### src/rtl/mct_pkg.sv
package mct_pkg;
   localparam int BUS_W  = 32;
   localparam int REG_AW = 4;

   localparam logic [REG_AW-1:0] A_CTRL = 4'd0;
   localparam logic [REG_AW-1:0] A_PRE  = 4'd1;
   localparam logic [REG_AW-1:0] A_TC   = 4'd2;
   localparam logic [REG_AW-1:0] A_PC   = 4'd3;
   localparam logic [REG_AW-1:0] A_MR0  = 4'd4;
   localparam logic [REG_AW-1:0] A_MACT = 4'd8;
   localparam logic [REG_AW-1:0] A_CAPC = 4'd9;
   localparam logic [REG_AW-1:0] A_CAPV = 4'd10;
   localparam logic [REG_AW-1:0] A_EXT  = 4'd11;
   localparam logic [REG_AW-1:0] A_PWM  = 4'd12;
   localparam logic [REG_AW-1:0] A_STAT = 4'd13;

   localparam int STAT_W   = 5;
   localparam int CAP_FLAG = 4;
   localparam int EXT_CODE_LSB = 4;

   typedef enum logic [1:0] {
      EXT_KEEP = 2'b00,
      EXT_LOW  = 2'b01,
      EXT_HIGH = 2'b10,
      EXT_FLIP = 2'b11
   } ext_act_e;

   typedef struct packed {
      logic stop;
      logic rst;
      logic irq;
   } match_act_t;

   typedef struct packed {
      logic clr;
      logic irq;
      logic fall;
      logic rise;
   } cap_cfg_t;

   function automatic logic ext_apply(input logic cur, input logic [1:0] code);
      logic nxt;
      case (ext_act_e'(code))
         EXT_KEEP: nxt = cur;
         EXT_LOW:  nxt = 1'b0;
         EXT_HIGH: nxt = 1'b1;
         EXT_FLIP: nxt = ~cur;
         default:  nxt = cur;
      endcase
      return nxt;
   endfunction
endpackage

### src/rtl/mct_prescale.sv
module mct_prescale #(
   parameter int PRE_W = 16
) (
   input  logic             clk,
   input  logic             rst_n,
   input  logic             run,
   input  logic             hold,
   input  logic             clr,
   input  logic             cmode,
   input  logic             cnt_edge,
   input  logic [PRE_W-1:0] limit,
   output logic             tick,
   output logic [PRE_W-1:0] pc
);
   logic wrap;

   // >= keeps the counter bounded if the limit is lowered mid-count
   assign wrap = (pc >= limit);
   assign tick = run & ~hold & ~clr & (cmode ? cnt_edge : wrap);

   always_ff @(posedge clk or negedge rst_n) begin
      if (!rst_n)
         pc <= '0;
      else if (hold || clr)
         pc <= '0;
      else if (run && !cmode)
         pc <= wrap ? '0 : pc + 1'b1;
   end
endmodule

### src/rtl/mct_capture.sv
module mct_capture
   import mct_pkg::*;
#(
   parameter int CNT_W = 16
) (
   input  logic             clk,
   input  logic             rst_n,
   input  logic             pin,
   input  cap_cfg_t         cfg,
   input  logic             cmode,
   input  logic [CNT_W-1:0] tc,
   output logic             rise,
   output logic             fall,
   output logic             cap_ev,
   output logic [CNT_W-1:0] cap_val
);
   logic s0, s1, s2;

   always_ff @(posedge clk or negedge rst_n) begin
      if (!rst_n) begin
         s0 <= 1'b0;
         s1 <= 1'b0;
         s2 <= 1'b0;
      end else begin
         s0 <= pin;
         s1 <= s0;
         s2 <= s1;
      end
   end

   assign rise   = s1 & ~s2;
   assign fall   = ~s1 & s2;
   assign cap_ev = ~cmode & ((rise & cfg.rise) | (fall & cfg.fall));

   always_ff @(posedge clk or negedge rst_n) begin
      if (!rst_n)
         cap_val <= '0;
      else if (cap_ev)
         cap_val <= tc;
   end
endmodule

### src/rtl/mct_match.sv
module mct_match #(
   parameter int CNT_W = 16
) (
   input  logic [CNT_W-1:0] tc,
   input  logic [CNT_W-1:0] mr,
   input  logic             upd,
   input  logic             pwm_mode,
   input  logic             ext_lvl,
   output logic             eq,
   output logic             ev,
   output logic             pin
);
   assign eq  = (tc == mr);
   // a hit is the first cycle the count holds the value after an advance
   assign ev  = upd & eq;
   assign pin = pwm_mode ? (tc >= mr) : ext_lvl;
endmodule

### src/rtl/mcap_timer.sv
module mcap_timer
   import mct_pkg::*;
#(
   parameter int CNT_W   = 16,
   parameter int PRE_W   = 16,
   parameter int N_MATCH = 4
) (
   input  logic               clk,
   input  logic               rst_n,
   input  logic               wr_en,
   input  logic [3:0]         wr_addr,
   input  logic [31:0]        wr_data,
   input  logic [3:0]         rd_addr,
   output logic [31:0]        rd_data,
   input  logic               cap_in,
   output logic [N_MATCH-1:0] match_out,
   output logic               irq
);
   localparam int ACT_W = 3;

   if (CNT_W < 2 || CNT_W > BUS_W) begin : g_bad_cnt_w
      $error("mcap_timer: CNT_W out of range");
   end
   if (PRE_W < 1 || PRE_W > BUS_W) begin : g_bad_pre_w
      $error("mcap_timer: PRE_W out of range");
   end
   if (N_MATCH < 1 || N_MATCH > 4) begin : g_bad_n_match
      $error("mcap_timer: N_MATCH must be 1 to 4");
   end

   logic               en, hold, cmode;
   logic [1:0]         cedge;
   logic [PRE_W-1:0]   pre;
   logic [CNT_W-1:0]   mr [N_MATCH];
   match_act_t         mact [N_MATCH];
   cap_cfg_t           capc;
   logic [N_MATCH-1:0] ext_lvl;
   logic [1:0]         ext_code [N_MATCH];
   logic [N_MATCH-1:0] pwm_en;
   logic [STAT_W-1:0]  stat;
   logic [CNT_W-1:0]   tc;
   logic               upd_q;

   logic [PRE_W-1:0]   pc;
   logic               tick, rise, fall, cap_ev, cap_clr, cnt_edge;
   logic [CNT_W-1:0]   cap_val;
   logic [N_MATCH-1:0] eq, ev, stop_mask, rst_mask;
   logic               stop_now, rst_hit, run_eff;
   logic [STAT_W-1:0]  set_mask;
   logic               unused_bits;

   assign unused_bits = ^wr_data;

   always_comb begin
      for (int i = 0; i < N_MATCH; i++) begin
         stop_mask[i] = mact[i].stop;
         rst_mask[i]  = mact[i].rst;
      end
   end

   assign stop_now = |(ev & stop_mask);
   assign rst_hit  = |(eq & rst_mask);
   assign run_eff  = en & ~stop_now;
   assign cap_clr  = cap_ev & capc.clr;
   assign cnt_edge = (cedge[0] & rise) | (cedge[1] & fall);

   mct_prescale #(.PRE_W(PRE_W)) u_pre (
      .clk(clk), .rst_n(rst_n), .run(run_eff), .hold(hold), .clr(cap_clr),
      .cmode(cmode), .cnt_edge(cnt_edge), .limit(pre), .tick(tick), .pc(pc)
   );

   mct_capture #(.CNT_W(CNT_W)) u_cap (
      .clk(clk), .rst_n(rst_n), .pin(cap_in), .cfg(capc), .cmode(cmode),
      .tc(tc), .rise(rise), .fall(fall), .cap_ev(cap_ev), .cap_val(cap_val)
   );

   for (genvar g = 0; g < N_MATCH; g++) begin : g_ch
      mct_match #(.CNT_W(CNT_W)) u_m (
         .tc(tc), .mr(mr[g]), .upd(upd_q), .pwm_mode(pwm_en[g]),
         .ext_lvl(ext_lvl[g]), .eq(eq[g]), .ev(ev[g]), .pin(match_out[g])
      );
   end

   // timer count
   always_ff @(posedge clk or negedge rst_n) begin
      if (!rst_n) begin
         tc    <= '0;
         upd_q <= 1'b0;
      end else begin
         upd_q <= tick;
         if (hold || cap_clr)
            tc <= '0;
         else if (tick)
            tc <= rst_hit ? '0 : tc + 1'b1;
      end
   end

   // control and configuration registers
   always_ff @(posedge clk or negedge rst_n) begin
      if (!rst_n) begin
         en    <= 1'b0;
         hold  <= 1'b0;
         cmode <= 1'b0;
         cedge <= '0;
         pre   <= '0;
         capc  <= '0;
         pwm_en <= '0;
         for (int i = 0; i < N_MATCH; i++) begin
            mr[i]   <= '0;
            mact[i] <= '0;
         end
      end else begin
         if (wr_en && wr_addr == A_CTRL) begin
            en    <= wr_data[0];
            hold  <= wr_data[1];
            cmode <= wr_data[2];
            cedge <= wr_data[4:3];
         end
         if (stop_now)
            en <= 1'b0;
         if (wr_en && wr_addr == A_PRE)
            pre <= wr_data[PRE_W-1:0];
         if (wr_en && wr_addr == A_CAPC)
            capc <= cap_cfg_t'(wr_data[3:0]);
         if (wr_en && wr_addr == A_PWM)
            pwm_en <= wr_data[N_MATCH-1:0];
         for (int i = 0; i < N_MATCH; i++) begin
            if (wr_en && wr_addr == A_MR0 + 4'(i))
               mr[i] <= wr_data[CNT_W-1:0];
            if (wr_en && wr_addr == A_MACT)
               mact[i] <= match_act_t'(wr_data[ACT_W*i +: ACT_W]);
         end
      end
   end

   // external match pin state
   always_ff @(posedge clk or negedge rst_n) begin
      if (!rst_n) begin
         ext_lvl <= '0;
         for (int i = 0; i < N_MATCH; i++)
            ext_code[i] <= '0;
      end else begin
         for (int i = 0; i < N_MATCH; i++) begin
            if (wr_en && wr_addr == A_EXT) begin
               ext_lvl[i]  <= wr_data[i];
               ext_code[i] <= wr_data[EXT_CODE_LSB + 2*i +: 2];
            end else if (ev[i]) begin
               ext_lvl[i]  <= ext_apply(ext_lvl[i], ext_code[i]);
            end
         end
      end
   end

   // sticky status, write one to clear, a new set wins
   always_comb begin
      set_mask = '0;
      for (int i = 0; i < N_MATCH; i++)
         set_mask[i] = ev[i] & mact[i].irq;
      set_mask[CAP_FLAG] = cap_ev & capc.irq;
   end

   always_ff @(posedge clk or negedge rst_n) begin
      if (!rst_n)
         stat <= '0;
      else if (wr_en && wr_addr == A_STAT)
         stat <= (stat & ~wr_data[STAT_W-1:0]) | set_mask;
      else
         stat <= stat | set_mask;
   end

   assign irq = |stat;

   // read mux
   always_comb begin
      logic [1:0] idx;
      idx     = 2'(rd_addr - A_MR0);
      rd_data = '0;
      case (rd_addr)
         A_CTRL: rd_data[4:0] = {cedge, cmode, hold, en};
         A_PRE:  rd_data = 32'(pre);
         A_TC:   rd_data = 32'(tc);
         A_PC:   rd_data = 32'(pc);
         A_CAPC: rd_data[3:0] = capc;
         A_CAPV: rd_data = 32'(cap_val);
         A_PWM:  rd_data = 32'(pwm_en);
         A_STAT: rd_data = 32'(stat);
         A_MACT: begin
            for (int i = 0; i < N_MATCH; i++)
               rd_data[ACT_W*i +: ACT_W] = mact[i];
         end
         A_EXT: begin
            for (int i = 0; i < N_MATCH; i++) begin
               rd_data[i] = ext_lvl[i];
               rd_data[EXT_CODE_LSB + 2*i +: 2] = ext_code[i];
            end
         end
         default: begin
            if (rd_addr >= A_MR0 && rd_addr < A_MACT && int'(idx) < N_MATCH)
               rd_data = 32'(mr[idx]);
         end
      endcase
   end
endmodule

### config.mk
export PLATFORM = sky130hd
export DESIGN_NAME = mcap_timer
export DESIGN_NICKNAME = d
export VERILOG_FILES = /design/src/rtl/mct_pkg.sv /design/src/rtl/mct_prescale.sv /design/src/rtl/mct_capture.sv /design/src/rtl/mct_match.sv /design/src/rtl/mcap_timer.sv
export SDC_FILE = /design/constraint.sdc
export NUM_CORES = 1
export LEC_CHECK = 0
export ABC_AREA = 1
export BUFFER_PORTS_ARGS = -buffer_cell sky130_fd_sc_hd__buf_2
export CORE_MARGIN = 2
export CORE_UTILIZATION = 30
export CTS_CLUSTER_SIZE = 10
export DETAILED_ROUTE_END_ITERATION = 7
export HOLD_SLACK_MARGIN = 0.08
export PLACE_DENSITY = 0.48
export SLEW_MARGIN = 30
export SYNTH_ARGS = -nofsm -noshare
export SYNTH_HDL_FRONTEND = slang
export SYNTH_SLANG_ARGS = --single-unit
### constraint.sdc
create_clock -name clk -period 5.3 [get_ports clk]
set_input_delay 0.265 -clock clk [delete_from_list [all_inputs] [get_ports clk]]
set_output_delay 0.265 -clock clk [all_outputs]
set_load 0.02 [all_outputs]
# --- After elaboration in Yosys (flattened, before gate mapping) ---
# Cells that the tools add are included.
op_classes:
  n_mul: 0
  shift: 0
  n_div: 0
  n_reduce_logical: 38
  muxes: 34
  add_sub_neg: 3
  order_cmp: 8
  bitwise_logic: 40
  n_eq_ne: 39
ops:
  columns: ["op", "count"]
  rows:
  - ["two-way mux 16 bit", 9]
  - ["case mux 20 bit (5 select lines)", 1]
  - [">= comparator 16 bit", 5]
  - ["== test 16 bit", 4]
  - ["case mux 7 bit (7 select lines)", 1]
  - ["== test 4 bit (second input constant)", 11]
  - ["case mux 4 bit (10 select lines)", 1]
  - ["adder 16 x 1 -> 16 bit (second input constant)", 2]
  - ["binary-select mux 16 bit (select 2 bit)", 1]
  - ["bitwise AND 1 bit", 21]
  - ["== test 2 bit (second input constant)", 8]
  - ["== test 4 x 3 -> 1 bit (second input constant)", 4]
  - ["two-way mux 1 bit", 15]
  - ["nonzero test 2 bit", 7]
  - ["logical AND 1 bit", 13]
  - ["case mux 1 bit (3 select lines)", 4]
  - ["OR reduction 4 bit", 3]
  - ["inverter 1 bit", 10]
  - ["bitwise OR 5 bit", 2]
  - ["case mux 1 bit (9 select lines)", 1]
  - ["bitwise AND 4 bit", 2]
  - ["== test 2 x 1 -> 1 bit (second input constant)", 4]
  - ["== test 4 x 1 -> 1 bit (second input constant)", 2]
  - ["== test 4 x 2 -> 1 bit (second input constant)", 2]
  - ["other kinds (18)", 29]
totals:
  mem_count: 0
  ff_bits: 174
  ramBits: 0
  word_cells: 204
  out_inout_bits: 37
  mem_bits_ro: 0
  latch_bits: 0
  inputBits: 44

# --- Depth between registers and ports, before layout ---
# Gate-level depths: netlist of run 1.
depth:
  depth_word: 11
  depth_mapped: 17
  ltp_nobuf: 16

# --- By module ---
# Synthesis of run 1 repeated with hierarchy kept, for this count alone.
hier_totals:
  hier_cells: 1612
  area_unflattened_um2: 11469.8
by_module_without_submodules:
  columns: ["mod", "area_each_um2", "seq_area_each_um2", "cells_each", "instances"]
  rows:
  - ["mcap_timer", 7180.6, 3478.3, 985, 1]
  - ["mct_match", 495.5, 0.0, 80, 4]
  - ["mct_prescale", 1550.2, 400.4, 227, 1]
  - ["mct_capture", 757.0, 475.5, 80, 1]

# --- Worst setup path after synthesis of run 1 ---
# Ideal clock, no wire load.
synth_timing:
  kind: "reg-to-reg"
  from: "register tc[0]"
  to: "register tc[6]"
  n_path_buf: 1
  path_stages_with_launch: 14
  path_slack_ns: 3.409
  setup_time_ns: 0.118
  t_arrival_ns: 1.773
  cell_sequence: "dfrtp_1 -> inv_1 -> ha_1 -> nand2_1 -> nor2_1 -> nand2_1 -> nor2_4 -> nand3_2 -> nand2_2 -> nor3_1 -> nand2_2 -> buf_6 -> nand3_1 -> nand2_1"
synth_between:
  elab_chain_cells: 10
  elab_cells_between_ends: 22
synth_rtl:
  columns: ["element", "line", "text"]
  rows:
  - ["start: declaration", "mcap_timer.sv:41", "logic [CNT_W-1:0] tc;"]
  - ["start signal: assignment", "mcap_timer.sv:94", "tc <= rst_hit ? '0 : tc + 1'b1;"]
  - ["== test 16 bit", "mct_match.sv:13", "assign eq = (tc == mr);"]
  - ["bitwise AND 1 bit", "mct_match.sv:15", "assign ev = upd & eq;"]
  - ["bitwise AND 4 bit", "mcap_timer.sv:61", "assign stop_now = |(ev & stop_mask);"]
  - ["OR reduction 4 bit", "mcap_timer.sv:61", null]
  - ["inverter 1 bit", "mcap_timer.sv:63", "assign run_eff = en & ~stop_now;"]
  - ["bitwise AND 1 bit", "mcap_timer.sv:63", null]
  - ["bitwise AND 1 bit (3 in series)", "mct_prescale.sv:19", "assign tick = run & ~hold & ~clr & (cmode ? cnt_edge : wrap);"]
  - ["nonzero test 2 bit (no source line)", null, null]
# Parallel ways exist; a longest one is shown, timed or not. The select of a mux whose other input is x is not followed.
# A chain may end at the register's enable or synchronous reset.

# --- Worst setup path after layout of run 1 ---
layout_timing:
  from: "register tc[11]"
  to: "output match_out[1]"
layout_between:
  elab_chain_cells: 2
layout_rtl:
  columns: ["element", "line", "text"]
  rows:
  - [">= comparator 16 bit", "mct_match.sv:16", "assign pin = pwm_mode ? (tc >= mr) : ext_lvl;"]
  - ["two-way mux 1 bit", "mct_match.sv:16", null]
  - ["end: declaration", "mcap_timer.sv:16", "output logic [N_MATCH-1:0] match_out,"]
# No other way between the ends.

==> results of run 1 <==
## worst max path at each step
| stage | from | end | slack, ps | cells after the start |
|---|---|---|---|---|
| after floorplan | tc[0]$_DFFE_PN0P_ | tc[6]$_DFFE_PN0P_ | 3410 | 13 |
| after global placement | rd_addr[0] | rd_data[3] | 2520 | 10 |
| after detailed placement | rd_addr[0] | rd_data[3] | 2540 | 10 |
| after CTS | tc[11]$_DFFE_PN0P_ | match_out[1] | 2250 | 8 |
| after global routing | tc[15]$_DFFE_PN0P_ | match_out[3] | 2150 | 8 |
| final | tc[11]$_DFFE_PN0P_ | match_out[1] | 2240 | 8 |
## power breakdown
part / total (mW) / switching (mW) / internal, mW / leakage [nW]
Sequential: 1.72 / 0.169 / 1.55 / 2.23
Clock: 1.27 / 0.642 / 0.627 / 0.285
Combinational: 1.01 / 0.687 / 0.318 / 3.43
Total: 3.99 / 1.50 / 2.49 / 5.95
## through the flow
| step | utilization | worst slack (ps) | cell area (um^2) |
|---|---|---|---|
| 5_1_grt | 0.3417 | 2147 | 12180 |
| 4_1_cts | 0.3416 | 2249 | 12180 |
| 6_report | 0.3417 | 2244 | 12180 |
| 2_1_floorplan | - | 3409 | 10920 |
| 3_5_place_dp | 0.3221 | 2543 | 11490 |
| 3_3_place_gp | 0.3221 | 2523 | 11490 |
## worst max-delay path: cells and delay by family, from the launching register on
family / cells / cell delay, ps
simple gates: 2 / 600
flops: 1 / 600
fa+ha+maj: 1 / 320
compound gates: 4 / 630
buf+inv: 1 / 200
## layout by cell type (no fill, tap or decap), types with 9 or more instances in the layout
| cell type | Yosys | final |
|---|---|---|
| o21ai_0 | 188 | 188 |
| nand4_1 | 11 | 11 |
| clkbuf_16 | 0 | 17 |
| o22ai_1 | 32 | 32 |
| nand2_2 | 12 | 13 |
| dlygate4sd3_1 | 0 | 12 |
| dfrtp_1 | 174 | 174 |
| nor3_1 | 23 | 23 |
| buf_2 | 12 | 47 |
| conb_1 | 1 | 16 |
| nor2_1 | 69 | 67 |
| xor2_1 | 20 | 20 |
| nand2_1 | 311 | 310 |
| a21oi_1 | 65 | 65 |
| buf_4 | 21 | 12 |
| nor2_2 | 9 | 11 |
| ha_1 | 82 | 82 |
| o21ai_1 | 9 | 9 |
| nand3_1 | 95 | 95 |
| inv_1 | 189 | 189 |
## sequential cells by signal, summed over array words and instances (netlist names), 2 cells and up
register       count
cedge              2
mact              12
u_cap.cap_val     16
tc                16
ext_code           8
ext_lvl            4
mr                64
pre               16
u_pre.pc          16
pwm_en             4
capc               4
stat               5
## cell type report
type | count | area [um^2]
Fill cell | 3809 | 23470
Multi-Input combinational cell | 995 | 5484
Sequential cell | 174 | 4354
Inverter | 195 | 734.5
Tap cell | 461 | 576.8
Timing Repair Buffer | 72 | 459.2
Clock buffer | 17 | 425.4
Clock inverter | 15 | 148.9
## layer usage
metal / vias up / track usage / wire [um]
met5: - / 0 / 0
met4: 0 / 0.05271 / 677
met3: 25 / 0.03627 / 1756
met2: 231 / 0.3094 / 16320
met1: 4644 / 0.2884 / 18040
li1: 4724 / - / -
## cells by family after synthesis
kind of cell / share of synthesized area
flops: 0.4007
fa+ha+maj: 0.09442
buf+inv: 0.1011
xor+xnor: 0.01773
simple gates: 0.2221
compound gates: 0.1626
mux: 0.001036
other cells: 0.0003451
==> out/results.tsv, run 1 <==
stage	metric	value	unit
floorplanning	die width	194.3	um
clocking	CTS Sinks	174	
critical_path	Critical Path AT	2790	ps
place	Placed Cells	1885	
critical_path	Crit Path Category	register to output pin	
clocking	CTS buffer count	17	
global_route	initial antenna violation count	0	
logic_synthesis	Mean Syn Cell Area	7.690	um^2
global_route	GRT Total Usage	0.2004	
clocking	Skew-Pair Late Insertion Delay	450	ps
logic_synthesis	Cells after Synth	1413	
clocking	buffer depth of the longest clock path	2	
critical_path	CP peak stage delay	600	ps
clocking	Root Driver	clkbuf_16	
route	initial drt markers	761	
global_route	pin count of the biggest net entering global routing	89	
cells_and_area	Layout Cells excl Fill	1929	
power_and_ir_drop	Pwr Density	327.6	nW/um^2
outcome	status	finished with violations	
clocking	Post-CTS Setup Inserts	0	
route	Residual DRC	2	
logic_synthesis	top cell type's share of synthesized area	0.4007	
critical_path	worst path cell trace	ha_1, a21oi_1, o21ai_0, nand2_1, o211ai_1, nor3_1, o21ai_0, buf_2	
cells_and_area	Area Growth Syn to Fin	12.11	%
clocking	PostCTS Resize Cnt	0	
floorplanning	IO Pins	81	
logic_synthesis	leading post-synthesis cells by cell area	dfrtp_1 40%, nand2_1 11%, ha_1 9.4%	
sta	RSZ-0062 raised after global routing	false	
logic_synthesis	count leader, synth	nand2_1	
logic_synthesis	post-synthesis async set-or-reset flop share	1.000	
clocking	H-tree depth	4	
floorplanning	die height	194.3	um
critical_path	most frequent CP cell	o21ai_0	
floorplanning	Starting Density	0.3048	
logic_synthesis	Synth Warn #	0	
floorplanning	full die area	37760	um^2
sta	worst-margin pin slew	941.7	ps
global_route	grt ovf	0	
job	# Max-Cap Violations	0	
min_path	hold depth	3	
critical_path	reg2reg start	tc[0]$_DFFE_PN0P_	
min_path	Hold Startpoint	wr_data[1]	
power_and_ir_drop	leakage	5.951	nW
route	DRT Pass-1 Iters	8	
route	DR vias	9624	
power_and_ir_drop	maximum vdd drop	230.2	uV
logic_synthesis	post-synth top area cell	dfrtp_1	
logic_synthesis	Yosys cell types	42	
critical_path	CP Data Required Time	5040	ps
sta	Setup TNS	0	ps
clocking	CTS tree	built	
cells_and_area	ant diodes	0	
clocking	Clk pin slew, worst setup/hold paths	80	ps
critical_path	Critical Path Start Type	register	
route	Vias/cell	4.989	
route	remaining antenna violation count	0	
logic_synthesis	Cell Area, Synth	10870	um^2
cells_and_area	fin nets	1581	
global_route	vias in the first global route	9340	
sta	fmax	0.3272	GHz
min_path	Worst Hold End	mr[1]$_DFFE_PN0P_	
place	hpwl dp	27750	um
critical_path	Crit-path slowest cell	dfrtp_1	
logic_synthesis	top cells by count, synth	311 x nand2_1, 189 x inv_1, 188 x o21ai_0	
sta	crit path time final	3056	ps
sta	Final Skew	17.39	ps
cells_and_area	layout cells sized above 1	0.09537	
critical_path	Reg2Reg Depth	11	
logic_synthesis	register area share after synthesis	0.4007	
sta	Hold Fails Final Rpt	0	
sta	WHS	112.0	ps
power_and_ir_drop	total power	3.991	mW
logic_synthesis	Top FF cell, synth	dfrtp_1	
logic_synthesis	synthesized flop and latch total	174	
min_path	HP Class	input port to register	
sta	final setup fails	0	
place	GP Congestion	0.8668	
route	wire per inst	19.08	um
critical_path	reg2reg end	tc[14]$_DFFE_PN0P_	
global_route	first-pass GRT wire length	57140	um
sta	final worst-path cycle share	0.5767	
logic_synthesis	Post-synth EDFFs	0	
clocking	CTS Hold Buffers Added	12	
outcome	failing checks	DRC	
floorplanning	row cnt	69	
critical_path	reg-to-reg setup timing slack	2590	ps
place	port bufs	48	
sta	Slew Limit Fails	0	
critical_path	crit end category	output pin	
route	Total Routed Length	36800	um
critical_path	crit-path max FO	9	
sta	Max-slew headroom	0.3715	
floorplanning	Core Region	35660	um^2
(Power assumes the default switching activity.)
==> run 2: changes to the inputs <==
- PLACE_DENSITY: 0.48 -> 0.49
- clock period: 5.3 -> 2.7 ns (I/O delays scaled with it)
==> run 2 against run 1 <==
Effect of this change:
- the run still ends with DRC left
- global-route usage decreased by 0.29 points
- final cell count grew 1.3%
- worst hold slack gained 55 ps
- clock-buffer cell count increased by 5
- sequential power grew 96%
- non-clock buffer count grew 27
- largest cell class unchanged
- largest power group unchanged
==> out/results.tsv, run 2 (synthesis gave the netlist of run 1 again) <==
stage	metric	value	unit	change
sta	WHS	167.4	ps	+55.45 ps
floorplanning	IO Pins	81		unchanged
floorplanning	full die area	37760	um^2	unchanged
place	Post-Place Worst Slack	284.4	ps	-2259 ps
power_and_ir_drop	maximum vdd drop	457.7	uV	+99%
critical_path	Crit Path Category	register to output pin		
route	DRT Pass-1 Iters	8		unchanged
global_route	grt ovf	0		unchanged
floorplanning	row cnt	69		unchanged
sta	crit path time final	2532	ps	
clocking	Root Driver	clkbuf_16		
clocking	CTS Sinks	174		unchanged
floorplanning	Starting Density	0.3048		unchanged
sta	fin worst setup slack	167.6	ps	-2076 ps
outcome	status	finished with violations		
critical_path	crit end category	output pin		
cells_and_area	max FFs per register	64		unchanged
clocking	Clk pin slew, worst setup/hold paths	70	ps	about the same
place	hpwl dp	27870	um	+0.42%
global_route	GRT Total Usage	0.1975		-0.002905
clocking	Skew-Pair Late Insertion Delay	450	ps	about the same
cells_and_area	commonest non-fill, non-tap cells in the layout	311 x nand2_1, 188 x inv_1, 187 x o21ai_0, 170 x dfrtp_1, 95 x nand3_1		
cells_and_area	Core Util, Final	0.3498		+0.008071
critical_path	Critical Path AT	2400	ps	-390 ps
place	GP Congestion	0.8895		+2.6%
critical_path	crit-path max FO	8		-1
route	remaining antenna violation count	0		unchanged
sta	Setup TNS	0	ps	unchanged
clocking	CTS buffer count	17		unchanged
route	DR vias	9745		+1.3%
sta	fmax	0.3949	GHz	
sta	final worst-path cycle share	0.9379		
cells_and_area	layout cells sized above 1	0.1111		+0.01574
cells_and_area	commonest non-fill, non-tap cell in the layout	nand2_1		
critical_path	Critical Path Start Type	register		
route	Vias/cell	4.985		about the same
cells_and_area	Finished Cell Area	12470	um^2	+2.4%
global_route	initial antenna violation count	1		+1
place	port bufs	48		unchanged
global_route	pin count of the biggest net entering global routing	79		-11%
critical_path	CP Data Required Time	2570	ps	-2470 ps
sta	Slew Limit Fails	0		unchanged
cells_and_area	Area Growth Syn to Fin	14.76	%	
cells_and_area	ant diodes	0		unchanged
cells_and_area	Largest Register	mr		
sta	Max-slew headroom	0.4673		+0.09579
sta	final setup fails	0		unchanged
floorplanning	Core Region	35660	um^2	unchanged
sta	RSZ-0062 raised after global routing	false		
clocking	CTS tree	built		
route	Residual DRC	1		-1
sta	worst-margin pin slew	797.1	ps	-144.6 ps
outcome	failing checks	DRC		
min_path	HP Class	input port to register		
cells_and_area	fin nets	1608		+1.7%
global_route	vias in the first global route	9510		+1.8%
power_and_ir_drop	leakage	6.086	nW	+2.3%
clocking	H-tree depth	4		unchanged
place	Placed Area	11670	um^2	+1.6%
floorplanning	die width	194.3	um	unchanged
job	# Max-Cap Violations	0		unchanged
floorplanning	die height	194.3	um	unchanged
power_and_ir_drop	Pwr Density	641.5	nW/um^2	+96%
sta	Final Skew	10.47	ps	-6.912 ps
sta	Hold Fails Final Rpt	0		unchanged
route	Total Routed Length	36150	um	-1.7%
route	initial drt markers	726		-4.6%
route	wire per inst	18.49	um	-3.1%
global_route	first-pass GRT wire length	56570	um	-0.99%
clocking	buffer depth of the longest clock path	2		unchanged
power_and_ir_drop	total power	8.000	mW	+100%
place	Placed Cells	1906		+1.1%
cells_and_area	Layout Cells excl Fill	1955		+1.3%
-- run 2: cell types whose count changed in the layout (fill, tap and decap cells not counted), sizes merged --
| cell | delta |
|---|---|
| inv | -7 |
| clkinvlp | +2 |
| buf | +22 |
| dlygate4sd3 | +5 |
| clkinv | -4 |
| clkbuf | +5 |
| bufinv | +3 |
-- run 2: layer usage --
layer / global-route usage / up-vias / wire, um
met5: 0 / - / 0
met2: 0.3127 / 248 / 16200
li1: - / 4786 / -
met4: 0.05157 / 0 / 639
met1: 0.2810 / 4680 / 17430
met3: 0.03071 / 31 / 1886
-- run 2: path summary, 6_finish.rpt --
kind                            cells after the start               start                   to  slack, ps
worst max register to register                     12   tc[6]$_DFFE_PN0P_   tc[12]$_DFFE_PN0P_        300
worst max-delay path                                8   tc[9]$_DFFE_PN0P_         match_out[1]        170
min in group asynchronous                           2               rst_n  pre[14]$_DFFE_PN0P_        280
worst min-delay path                                3          wr_data[0]   mr[32]$_DFFE_PN0P_        170
max in group asynchronous                           3               rst_n   mr[11]$_DFFE_PN0P_       1650
worst min register to register                      0  u_cap.s0$_DFF_PN0_   u_cap.s1$_DFF_PN0_        350
-- run 2: repair_timing --
item	4_1_cts	5_1_grt
setup endpoints to repair	3	3
setup buffers	0	1
hold endpoints to repair	118	0
resized for setup	3	7
hold buffers	17	0
-- run 2: worst max-delay path, stage by stage, from the launching register on --
cell and delay (ps):
dfrtp_1 520, ha_1 370, a21oi_1 160, o21ai_0 100, nand2_1 60, o211ai_1 170, nor3_2 260, o21ai_0 140
buf_2 170
-- run 2: power by group --
part | switching (mW) | internal [mW] | total (mW)
Clock | 1.10 | 1.50 | 2.61
Sequential | 0.329 | 3.04 | 3.37
Combinational | 1.36 | 0.661 | 2.02
Total | 2.79 | 5.21 | 8.00
-- run 2: layout make-up --
type / instances / area [um^2]
tap: 461 / 576.8
timing repair buffer: 99 / 699.4
inverter: 195 / 738.2
fill: 3791 / 23180
multi-input combinational: 995 / 5499
clock inverter: 9 / 133.9
sequential: 174 / 4359
clock buffer: 22 / 464.2
==> run 3: changes to the inputs <==
- RECOVER_POWER: default -> 25
- SYNTH_HIERARCHICAL: default -> 1
==> run 3 against run 2 <==
Effect of this change:
- the flow finishes with violations (capacitance limit, slew limit)
- register-to-register slack worse by 280 ps
- fmax is 5.4% lower
- sequential power increased by 2%
- worst hold slack got worse by 60 ps
- sequential share of layout area down 4.2 points
- final area up 14%
- first-iteration DRC count is 2.3% higher
- largest power group unchanged
==> out/results.tsv, run 3 <==
stage	metric	value	unit	change
outcome	status	finished with violations		
outcome	failing checks	capacitance limit, slew limit		
clocking	CTS tree	built		
cells_and_area	layout cells sized above 1	0.1795		+0.06838
route	remaining antenna violation count	0		unchanged
sta	fmax	0.3734	GHz	-5.4%
sta	final setup fails	0		unchanged
cells_and_area	ant diodes	0		unchanged
clocking	Clk pin slew, worst setup/hold paths	80	ps	about the same
place	port bufs	48		unchanged
critical_path	Critical Path Start Type	register		
logic_synthesis	post-synthesis async set-or-reset flop share	1.000		unchanged
clocking	CTS Sinks	174		unchanged
logic_synthesis	Synth Warn #	6		+6
critical_path	Reg2Reg Depth	17		+5
place	hpwl dp	29820	um	+7.0%
global_route	grt ovf	0		unchanged
cells_and_area	Largest Register	mr		
route	DR vias	10911		+12%
power_and_ir_drop	part of the power in the clock network	0.286		-0.040
logic_synthesis	synthesized flop and latch total	174		unchanged
min_path	Hold Startpoint	wr_addr[1]		
sta	crit path time final	2678	ps	+145.8 ps
floorplanning	die height	199.5	um	+2.7%
sta	Final Skew	14.11	ps	+3.638 ps
route	Residual DRC	0		-1
global_route	pin count of the biggest net entering global routing	71		-10%
critical_path	Critical Path AT	3030	ps	+630 ps
route	initial drt markers	743		+2.3%
logic_synthesis	Cell Area, Synth	11470	um^2	+5.5%
floorplanning	IO Pins	81		unchanged
clocking	Root Driver	clkbuf_16		
route	Vias/cell	4.734		-5.0%
sta	RSZ-0062 raised after global routing	true		
cells_and_area	Finished Cell Area	14200	um^2	+14%
logic_synthesis	count leader, synth	nand2_1		
clocking	H-tree depth	4		unchanged
logic_synthesis	post-synth top area cell	dfrtp_1		
sta	Hold Fails Final Rpt	0		unchanged
critical_path	crit path to	tc[7]$_DFFE_PN0P_		
global_route	vias in the first global route	10374		+9.1%
place	Placed Area	13070	um^2	+12%
critical_path	Crit Path Category	register to register		
sta	Max-slew headroom	-0.2436		-0.7109
power_and_ir_drop	Switching Share	0.3688		+0.01968
global_route	initial antenna violation count	0		-1
floorplanning	full die area	39810	um^2	+5.4%
logic_synthesis	Post-synth EDFFs	0		unchanged
sta	Setup TNS	0	ps	unchanged
logic_synthesis	Top FF cell, synth	dfrtp_1		
job	# Max-Cap Violations	3		+3
power_and_ir_drop	Pwr Density	639.1	nW/um^2	-0.37%
critical_path	CP startpoint	tc[10]$_DFFE_PN0P_		
cells_and_area	fin nets	1907		+19%
place	Placed Cells	2253		+18%
clocking	buffer depth of the longest clock path	2		unchanged
critical_path	reg-to-reg setup timing slack	20	ps	-280 ps
cells_and_area	Layout Cells excl Fill	2305		+18%
route	DRT Pass-1 Iters	5		-3
logic_synthesis	Mean Syn Cell Area	7.115	um^2	-7.5%
sta	final worst-path cycle share	0.9919		+0.05400
logic_synthesis	top cell type's share of synthesized area	0.3796		-0.02107
power_and_ir_drop	Comb power frac	0.335		+0.082
cells_and_area	commonest non-fill, non-tap cells in the layout	555 x nand2_1, 191 x inv_1, 163 x dfrtp_1, 134 x o21ai_0, 119 x buf_4		
power_and_ir_drop	maximum vdd drop	462.8	uV	+1.1%
logic_synthesis	leading post-synthesis cells by cell area	dfrtp_1 38%, nand2_1 18%, ha_1 8.9%		
critical_path	crit end category	register		
global_route	GRT Total Usage	0.2012		+0.003703
cells_and_area	Area Growth Syn to Fin	23.85	%	
power_and_ir_drop	NetSw	3.348	mW	+20%
logic_synthesis	top cells by count, synth	563 x nand2_1, 194 x inv_1, 174 x dfrtp_1		
min_path	HP Class	input port to register		
power_and_ir_drop	internal power	5.730	mW	+10%
critical_path	reg2reg start	tc[10]$_DFFE_PN0P_		
cells_and_area	commonest non-fill, non-tap cell in the layout	nand2_1		
clocking	CTS buffer count	17		unchanged
logic_synthesis	Yosys cell types	42		unchanged
sta	worst-margin pin slew	1865	ps	+1068 ps
logic_synthesis	register area share after synthesis	0.3796		-0.02107
route	wire per inst	16.82	um	-9.0%
floorplanning	Starting Density	0.3045		about the same
critical_path	CP Data Required Time	3050	ps	+480 ps
critical_path	reg2reg end	tc[7]$_DFFE_PN0P_		
power_and_ir_drop	leakage	7.278	nW	+20%
global_route	first-pass GRT wire length	60260	um	+6.5%
sta	Slew Limit Fails	136		+136
place	GP Congestion	0.9227		+3.7%
floorplanning	row cnt	71		+2.9%
floorplanning	Core Region	37670	um^2	+5.6%
route	Total Routed Length	38780	um	+7.3%
logic_synthesis	Cells after Synth	1612		+14%
floorplanning	die width	199.5	um	+2.7%
clocking	Skew-Pair Late Insertion Delay	450	ps	about the same
critical_path	crit-path max FO	8		unchanged
power_and_ir_drop	Flop pwr share	0.379		-0.042
cells_and_area	max FFs per register	64		unchanged
-- run 3: changes by cell type after synthesis, sizes merged, moves of 5 or more --
cell | before | now
a21boi | 0 | 5
a21oi | 65 | 36
a221oi | 7 | 0
clkbuf | 26 | 19
inv | 195 | 201
nand2 | 324 | 580
nand4 | 11 | 44
nor2 | 83 | 140
nor3 | 26 | 5
o21a | 1 | 6
o21ai | 197 | 146
o22ai | 32 | 0
xor2 | 20 | 3
-- run 3: worst min-delay path by stage --
stage                           to  slack, ps  cells past startpoint
5_1_grt         mr[60]$_DFFE_PN0P_        130                      3
4_1_cts        capc[1]$_DFFE_PN0P_         90                      4
6_report       capc[1]$_DFFE_PN0P_        110                      4
2_1_floorplan  capc[0]$_DFFE_PN0P_       -160                      0
3_5_place_dp    u_cap/s0$_DFF_PN0_        190                      1
3_3_place_gp    u_cap/s1$_DFF_PN0_        190                      1
-- run 3: power groups by stage --
stage | Sequential, mW | Clock [mW] | Combinational, mW
2_1_floorplan | 3.39 | 0 | 1.64
3_3_place_gp | 3.46 | 0 | 2.79
3_5_place_dp | 3.48 | 0 | 2.78
4_1_cts | 3.43 | 2.67 | 2.87
5_1_grt | 3.50 | 2.77 | 3.42
6_report | 3.44 | 2.60 | 3.04
-- run 3: logic make-up after synthesis --
logic type / count (synthesis) / share of synthesized area
XOR/XNOR: 6 / 0.004582
other: 1 / 0.0003269
flip-flops: 174 / 0.3796
AO/OA/AOI/OAI: 205 / 0.09872
AND/OR/NAND/NOR: 882 / 0.3310
adder cells (fa/ha/maj): 82 / 0.08945
buffers and inverters: 262 / 0.09632
-- run 3: final cells by class --
type / instances / area, um^2
Sequential cell: 174 / 4368
Clock buffer: 20 / 466.7
Tap cell: 511 / 639.4
Inverter: 203 / 769.5
Clock inverter: 12 / 132.6
Timing Repair Buffer: 194 / 1421
Multi-Input combinational cell: 1191 / 6407
Fill cell: 4038 / 23460
-- run 3: through the flow --
step	utilization	total power, mW	setup WS (ps)	hold WS, ps
2_1_floorplan	-	5.033	210.8	-160.6
3_3_place_gp	0.3469	6.249	-167.0	194.0
3_5_place_dp	0.3469	6.266	-228.8	187.8
4_1_cts	0.3686	8.972	-27.05	87.80
5_1_grt	0.3771	9.690	-132.7	133.4
6_report	0.3771	9.078	21.75	107.7
-- run 3: critical path, stage by stage, from the launching register on --
cell and delay [ps]:
dfrtp_2 490, ha_4 300, nand2_1 70, nor2_2 160, nand3_4 110, nor3b_4 230, nand2_1 80, nand4_1 180
nor2_1 90, o211a_1 130, nand2_1 70, inv_2 60, nor2_4 120, buf_6 130, inv_8 40, nand2_1 60
nand2_1 60, a21oi_2 210
-- run 3: layer usage --
layer  wire [um]  vias up  global-route usage
met5           0        -                   0
met4         631        0             0.05816
met3        1985       41             0.02785
met2       17620      261              0.3162
met1       18540     5162              0.2870
li1            -     5447                   -
-- run 3: timing repair --
| item | 4_1_cts | 5_1_grt |
|---|---|---|
| resized for setup | 20 | 56 |
| endpoints found under the setup margin | 17 | 17 |
| hold buffers | 15 | 0 |
| endpoints found under the hold margin | 85 | 0 |
| pin swaps | 3 | 32 |
| setup buffers | 0 | 6 |
| gates cloned | 0 | 0 |
